--- src/rtl/byte_serializer_pkg.sv ---
`timescale 1ns/1ps
package byte_serializer_pkg;
  // Controller phase: waiting for a byte, or sending one.
  typedef enum logic {PH_IDLE = 1'b0, PH_SHIFT = 1'b1} phase_e;

  // Command from controller to shift register.
  typedef struct packed {
    logic load;
    logic shift;
  } sr_cmd_t;
endpackage

--- src/rtl/bser_ctrl.sv ---
`timescale 1ns/1ps
module bser_ctrl
  import byte_serializer_pkg::*;
#(
  parameter int unsigned NBITS = 8
) (
  input  logic    clk,
  input  logic    rst,
  input  logic    fifo_empty,
  input  logic    ser_ready,
  output logic    fifo_pop,
  output logic    ser_valid,
  output sr_cmd_t cmd
);
  localparam int unsigned IDX_W = (NBITS > 1) ? $clog2(NBITS) : 1;
  localparam logic [IDX_W-1:0] LAST_IDX = IDX_W'(NBITS - 1);

  phase_e phase_q, phase_d;
  logic [IDX_W-1:0] idx_q, idx_d;
  logic accept, at_last, refill;

  always_comb begin
    accept    = (phase_q == PH_SHIFT) && ser_ready;
    at_last   = (idx_q == LAST_IDX);
    refill    = !fifo_empty;
    cmd.load  = ((phase_q == PH_IDLE) && refill) || (accept && at_last && refill);
    cmd.shift = accept && !cmd.load;
    fifo_pop  = accept && (idx_q == '0);
    ser_valid = (phase_q == PH_SHIFT);

    phase_d = phase_q;
    idx_d   = idx_q;
    case (phase_q)
      PH_IDLE: begin
        if (refill) begin
          phase_d = PH_SHIFT;
          idx_d   = '0;
        end
      end
      PH_SHIFT: begin
        if (accept) begin
          if (at_last) begin
            idx_d = '0;
            if (!refill) phase_d = PH_IDLE;
          end else begin
            idx_d = idx_q + IDX_W'(1);
          end
        end
      end
    endcase
  end

  always_ff @(posedge clk) begin
    if (rst) begin
      phase_q <= PH_IDLE;
      idx_q   <= '0;
    end else begin
      phase_q <= phase_d;
      idx_q   <= idx_d;
    end
  end
endmodule

--- src/rtl/bser_shreg.sv ---
`timescale 1ns/1ps
module bser_shreg
  import byte_serializer_pkg::*;
#(
  parameter int unsigned NBITS = 8
) (
  input  logic             clk,
  input  logic             rst,
  input  sr_cmd_t          cmd,
  input  logic [NBITS-1:0] din,
  output logic             sout
);
  logic [NBITS-1:0] q, nxt;

  for (genvar i = 0; i < NBITS; i++) begin : g_cell
    logic upper;
    if (i == NBITS - 1) begin : g_top
      assign upper = 1'b0;
    end else begin : g_mid
      assign upper = q[i+1];
    end
    assign nxt[i] = cmd.load ? din[i] : (cmd.shift ? upper : q[i]);
  end

  always_ff @(posedge clk) begin
    if (rst) q <= '0;
    else     q <= nxt;
  end

  assign sout = q[0];
endmodule

--- src/rtl/byte_serializer.sv ---
`timescale 1ns/1ps
module byte_serializer
  import byte_serializer_pkg::*;
#(
  parameter int unsigned DATA_W = 8
) (
  input  logic              clk,
  input  logic              rst,
  input  logic [DATA_W-1:0] fifo_data,
  input  logic              fifo_empty,
  output logic              fifo_pop,
  input  logic              ser_ready,
  output logic              ser_valid,
  output logic              ser_bit
);
  sr_cmd_t cmd;

  bser_ctrl #(.NBITS(DATA_W)) ctrl_i (
    .clk        (clk),
    .rst        (rst),
    .fifo_empty (fifo_empty),
    .ser_ready  (ser_ready),
    .fifo_pop   (fifo_pop),
    .ser_valid  (ser_valid),
    .cmd        (cmd)
  );

  bser_shreg #(.NBITS(DATA_W)) shreg_i (
    .clk  (clk),
    .rst  (rst),
    .cmd  (cmd),
    .din  (fifo_data),
    .sout (ser_bit)
  );
endmodule

--- config.mk ---
export PLATFORM = sky130hd
export DESIGN_NAME = byte_serializer
export DESIGN_NICKNAME = d
export VERILOG_FILES = /design/src/rtl/byte_serializer_pkg.sv /design/src/rtl/bser_ctrl.sv /design/src/rtl/bser_shreg.sv /design/src/rtl/byte_serializer.sv
export SDC_FILE = /design/constraint.sdc
export NUM_CORES = 1
export LEC_CHECK = 0
export CAP_MARGIN = 10
export CORE_UTILIZATION = 32
export DETAILED_ROUTE_END_ITERATION = 8
export PLACE_DENSITY = 0.62
export SETUP_SLACK_MARGIN = 0.15
export SYNTH_ARGS = -nofsm -noshare
export SYNTH_HDL_FRONTEND = slang
export SYNTH_HIERARCHICAL = 1
export SYNTH_SLANG_ARGS = --single-unit
--- constraint.sdc ---
create_clock -name clk -period 6.01 [get_ports clk]
set_clock_uncertainty 0.05 [all_clocks]
set_input_delay 0.601 -clock clk [delete_from_list [all_inputs] [get_ports clk]]
set_output_delay 0.601 -clock clk [all_outputs]
set_load 0.05 [all_outputs]
==> flow_summary.toml, run 1 <==
[run_status]
status = "finished, final reports clean"

[finish]
fin_area_um2 = 767
drive_above_1_share_pct = 5.26
syn2layout_area_growth_pct = 29.1
diodes = 0
n_fill_cell = 177
nNetsFinal = 93

[setup_path]
endpoint_kind = "primary output"
cp.arrival_ps = 2250
crit_buf_inv = 2
start_kind = "primary input"
critical_path.top_delay_family = "buffers and inverters"
slowest_delay_ps = 820
crit_path_max_fanout = 4
crit_path_frequent_cell = "clkdlybuf4s50_1"
cp.required_ps = 5360
critPathKind = "primary input to primary output"
cp_cell_sequence = "clkdlybuf4s50_1, nand2_2, nor3b_1, clkdlybuf4s50_1"
critPathSlowestCell = "clkdlybuf4s50_1"

[placed_design]
portBuffers = 14
placed_area_um2 = 744
dp_hpwl_um = 803
gp_congestion = 0.669

[yosys]
yosysMostFrequentCell = "dfxtp_1"
synth_edf_count = 0
synth_cell_type_count = 20
synth.yosys.seq_area_share_pct = 40.4
synth_warnings = 6
syn_nets = 76
ys.flop_type = "dfxtp_1"
synth_common_cells = "12 x dfxtp_1, 8 x nor2b_1, 7 x a211oi_1, 7 x mux2i_1, 4 x a21oi_1"
avgSynthCellArea_um2 = 9.74
ys_seq_elements = 12
synth-async-reset-ratio_pct = 0
synth_top_area_share_pct = 40.4
synthCells = 61
yosysTopAreaCell = "dfxtp_1"
synth.area.top_cells = "dfxtp_1 40%, mux2i_1 12%, a211oi_1 8.8%, nor2b_1 8.4%, ha_1 6.3%"
synthesis.area_um2 = 594

[cts]
postCtsSetupBuffers = 0
cts_num_sinks = 12
cts_made_buffers = 3
cts_root_buf = "clkbuf_4"
clkLatencyLatePin_ps = 270
clkTransAtPathRegs_ps = 70
cts_tree = "built"
holdBufCountCts = 0
htreeDepth = 1
cts_buffer_depth = 2
post_cts_resized = 0

[die]
die_area_um2 = 2030
dieHeight_um = 45.1
initial_core_util_pct = 34.4
coreArea_um2 = 1730
rows = 15
die_x_um = 45.1
io_pins = 15

[timing]
final_hold_viol_count = 0
fmax_mhz = 345
tightest_slew_ps = 761
maxSlewViolCount = 0
setup_viol_count_final = 0
rsz0062_at_grt = "no"
finalCritPeriodShare_pct = 48.3
fin_tns_setup_ps = 0
max_slew_margin_pct = 49.1
hold_ws_ps = 450
final.min_clock_period_ps = 2900

[pwr]
p_leak_uw = 0.000273
pwr_density_cell_nw_per_um2 = 222
peakVddDrop_v = 0.0000952

[grt]
gr-total-overflow = 0
track_usage_pct = 12.3
grt_pass1_wl_mm = 1.79
antenna_found_initial = 0
grt_max_degree = 15
grt_pass1_vias = 417

[worst_hold_path]
hp-class = "register to register"

[routing]
routed_via_density = 4.59
firstDrtPassIters = 4
detail-route-antenna-nets = 0
avgRoutedWirePerCell_um = 11.2
wl_mm = 1.13
drt_iter0_markers = 4
drc = 0
via_count = 464

[job]
drv_cap = 0
where the power goes:
part / total (uW) / internal (uW) / switching (uW)
logic: 32.3 / 16.2 / 16.1
registers: 88.1 / 84.7 / 3.39
clock network: 49.7 / 23.2 / 26.5
registers in the layout, indices dropped and copies added (netlist names):
register / cells
shreg_i/q: 8
ctrl_i/ser_valid: 1
ctrl_i/idx_q: 3
tightest hold or removal path: stages, from the launching register on:
cell and delay [ps]:
dfxtp_1 320, o21ai_0 70, a21oi_1 60
per-stage QoR:
step / cells / total power (uW) / utilization [%] / setup WS, ps
after floorplan: 61 / 109 / - / 3350
after global placement: 98 / 122 / 43.1 / 3100
after detailed placement: 98 / 122 / 43.1 / 3120
after CTS: 101 / 172 / 44.4 / 3090
after global routing: 101 / 178 / 44.4 / 3010
final: 101 / 170 / 44.4 / 3110
placed cells by master (no fill, tap or decap):
cell type | netlist | routed
clkdlybuf4s50_1 | 0 | 14
dfxtp_1 | 12 | 12
nor2b_1 | 8 | 8
mux2i_1 | 7 | 7
a211oi_1 | 7 | 7
a21oi_1 | 4 | 4
clkbuf_4 | 0 | 3
inv_1 | 3 | 3
nand2_1 | 3 | 3
ha_1 | 3 | 3
nor2_1 | 2 | 2
o31ai_1 | 2 | 2
nand2_2 | 1 | 1
nor3b_1 | 1 | 1
and2b_1 | 1 | 1
or4b_1 | 1 | 1
or4_1 | 1 | 1
nand3_1 | 1 | 1
o21ai_0 | 1 | 1
or3b_1 | 1 | 1
routing by layer:
metal / up-vias / global-route usage (%) / share of wire, %
met1: 205 / 15.7 / 52
met5: - / 0 / 0
li1: 248 / - / -
met2: 11 / 19.1 / 41
met4: 0 / 1.82 / 0
met3: 0 / 6.00 / 6.4
area by class of cell:
cell class                      instances  area, um^2  share of cell area, %
Tap cell                               25        31.3                   4.08
Inverter                                3        11.3                   1.47
Clock buffer                            3        22.5                   2.94
Sequential cell                        12         240                   31.3
Multi-Input combinational cell         44         322                   41.9
Timing Repair Buffer                   14         140                   18.3
cells by family after synthesis:
group	share of synthesized area, %
and+or+nand+nor	20.4
DFF	40.4
muxes	11.8
AOI/OAI and AO/OA	15.6
buffers and inverters	5.47
adders and majority gates	6.32
path summary, 6_finish.rpt:
check,from,endpoint,slack [ps],cells after the start
max,ser_ready,fifo_pop,3110,4
min,ctrl_i/idx_q[2]$_SDFFE_PP0P_,ctrl_i/idx_q[2]$_SDFFE_PP0P_,450,2
max reg2reg,ctrl_i/idx_q[0]$_SDFFE_PP0P_,shreg_i/q[7]$_SDFFE_PP0P_,3620,7
min reg2reg,ctrl_i/idx_q[2]$_SDFFE_PP0P_,ctrl_i/idx_q[2]$_SDFFE_PP0P_,450,2
No activity file was read; power rests on OpenSTA's default activity.
==> run 2, diff against run 1 <==
--- a/config.mk
+++ b/config.mk
@@ -8,7 +8,7 @@
 export CAP_MARGIN = 10
 export CORE_UTILIZATION = 32
 export DETAILED_ROUTE_END_ITERATION = 8
-export PLACE_DENSITY = 0.62
+export PLACE_DENSITY = 0.64
 export SETUP_SLACK_MARGIN = 0.15
 export SYNTH_ARGS = -nofsm -noshare
 export SYNTH_HDL_FRONTEND = slang
==> constraint.sdc (replaced) <==
create_clock -name clk -period 2.4 [get_ports clk]
set_clock_uncertainty 0.05 [all_clocks]
set_input_delay 0.24 -clock clk [delete_from_list [all_inputs] [get_ports clk]]
set_output_delay 0.24 -clock clk [all_outputs]
set_load 0.05 [all_outputs]
==> run 2 against run 1 <==
  * Critical path depth shrank 3
  * Register-to-register slack lost 3000 ps
  * Routed wire length shrank 7.6%
  * Total power grew to 2.7 times the previous value
  * Critical endpoint is now ser_valid
  * Largest cell class unchanged
==> flow_summary.toml, run 2 (synthesis results as in run 1) <==
[run_status]
status = "finished, final reports clean"

[routing]
via_count = 473
routed_via_density = 4.59
drc = 0
drt_iter0_markers = 4
detail-route-antenna-nets = 0
firstDrtPassIters = 3
wl_mm = 1.05
avgRoutedWirePerCell_um = 10.2

[finish]
fin_area_um2 = 793
register_area_um2 = 240
syn2layout_area_growth_pct = 33.5
n_fill_cell = 178
nNetsFinal = 94
layout_common_cells = "13 x clkdlybuf4s50_1, 12 x dfxtp_1, 8 x nor2b_1"
drive_above_1_share_pct = 11.5
regMostFlops = "shreg_i/q"
final_common_cell = "clkdlybuf4s50_1"
stdcell_count = 103
largest_reg_flops = 8
multi_input_area_um2 = 329
diodes = 0

[placed_design]
dp.cells = 99
dp_hpwl_um = 762
gp_congestion = 0.804
portBuffers = 14
dp_slack_ps = 356
placed_area_um2 = 754

[timing]
setup_viol_count_final = 0
fin_tns_setup_ps = 0
max_slew_margin_pct = 67.1
fmax_mhz = 545
worst_slack_ps = 566
rsz0062_at_grt = "no"
hold_ws_ps = 459
tightest_slew_ps = 492
maxSlewViolCount = 0
finalCritPeriodShare_pct = 76.4
final_hold_viol_count = 0
final.min_clock_period_ps = 1830

[die]
die_x_um = 45.1
dieHeight_um = 45.1
initial_core_util_pct = 34.4
die_area_um2 = 2030
coreArea_um2 = 1730
rows = 15
io_pins = 15

[cts]
htreeDepth = 1
cts_tree = "built"
clkLatencyLatePin_ps = 270
cts_num_sinks = 12
clkTransAtPathRegs_ps = 80
postCtsSetupBuffers = 0
cts_buffer_depth = 2
cts_made_buffers = 3
cts_root_buf = "clkbuf_4"

[setup_path]
reg2reg_slack_ps = 580
reg2reg_to = "shreg_i/q[5]$_SDFFE_PP0P_"
slowest_delay_ps = 840
crit_buf_inv = 1
endpoint_kind = "primary output"
cp_cell_sequence = "clkdlybuf4s50_1"
cp.required_ps = 2110
critical_path.top_delay_family = "buffers and inverters"
critPathKind = "register to primary output"
reg2reg_from = "ctrl_i/idx_q[0]$_SDFFE_PP0P_"
cp.arrival_ps = 1540
crit_path_max_fanout = 7
r2r_cells = 7
critPathSlowestCell = "clkdlybuf4s50_1"
start_kind = "register"

[grt]
track_usage_pct = 12.4
antenna_found_initial = 0
grt_max_degree = 15
gr-total-overflow = 0
grt_pass1_vias = 410
grt_pass1_wl_mm = 1.77

[pwr]
peakVddDrop_v = 0.000413
pwr_density_cell_nw_per_um2 = 580
p_leak_uw = 0.000289

[worst_hold_path]
holdPathEnd = "ctrl_i/idx_q[1]$_SDFFE_PP0P_"
whs_path_depth = 2
hold_start = "ctrl_i/idx_q[1]$_SDFFE_PP0P_"
hp-class = "register to register"

[job]
drv_cap = 0
-- run 2: cell types whose count changed in the layout (fill, tap and decap cells not counted), sizes merged --
| cell | delta |
|---|---|
| buf | +2 |
| clkbuf | +1 |
| clkdlybuf4s50 | -1 |
-- run 2: worst max path at each step --
| stage | from | to | slack (ps) | cells after the start |
|---|---|---|---|---|
| final | ctrl_i/ser_valid$_SDFF_PP0_ | ser_valid | 570 | 1 |
| after global routing | ctrl_i/idx_q[0]$_SDFFE_PP0P_ | shreg_i/q[6]$_SDFFE_PP0P_ | 400 | 7 |
| after CTS | ctrl_i/idx_q[0]$_SDFFE_PP0P_ | shreg_i/q[5]$_SDFFE_PP0P_ | 320 | 7 |
| after detailed placement | ser_ready | shreg_i/q[6]$_SDFFE_PP0P_ | 360 | 6 |
| after global placement | ser_ready | shreg_i/q[5]$_SDFFE_PP0P_ | 390 | 6 |
| after floorplan | ctrl_i/idx_q[0]$_SDFFE_PP0P_ | shreg_i/q[7]$_SDFFE_PP0P_ | 520 | 8 |
-- run 2: worst min-delay path: cells and delay by family (launching register included) --
family	cells	cell delay [ps]
compound gates	1	70
flops	1	330
buf+inv	1	70
-- run 2: metrics by stage --
stage               util [%]  total power (uW)
CTS                     45.8               467
detailed placement      43.7               307
global route            45.9               483
global placement        43.7               306
finish                  45.9               460
floorplan                  -               273
-- run 2: report_power, final --
| part | leakage (uW) | switching, uW | internal [uW] |
|---|---|---|---|
| logic | 0.000169 | 40.0 | 42.1 |
| clock network | 0.0000210 | 65.5 | 92.2 |
| registers | 0.0000989 | 8.20 | 212 |
| total | 0.000289 | 114 | 347 |
-- run 2: timing repair --
| action | 4_1_cts | 5_1_grt |
|---|---|---|
| hold buffers | 0 | 0 |
| resized for setup | 0 | 1 |
| endpoints found under the setup margin | 0 | 1 |
-- run 2: cell type report --
cell class | instances | share of cell area (%)
inverters | 3 | 1.42
flip-flops and latches | 12 | 30.3
multi-input cells | 44 | 41.5
repair buffers | 15 | 18.3
well taps | 25 | 3.94
clock buffers | 4 | 4.57
-- run 2: layer usage --
metal,up-vias,share of wire (%),track usage (%)
met5,-,0,0
met4,0,1.6,5.45
met3,2,4.9,5.20
met2,10,42,15.7
met1,207,51,18.1
li1,254,-,-
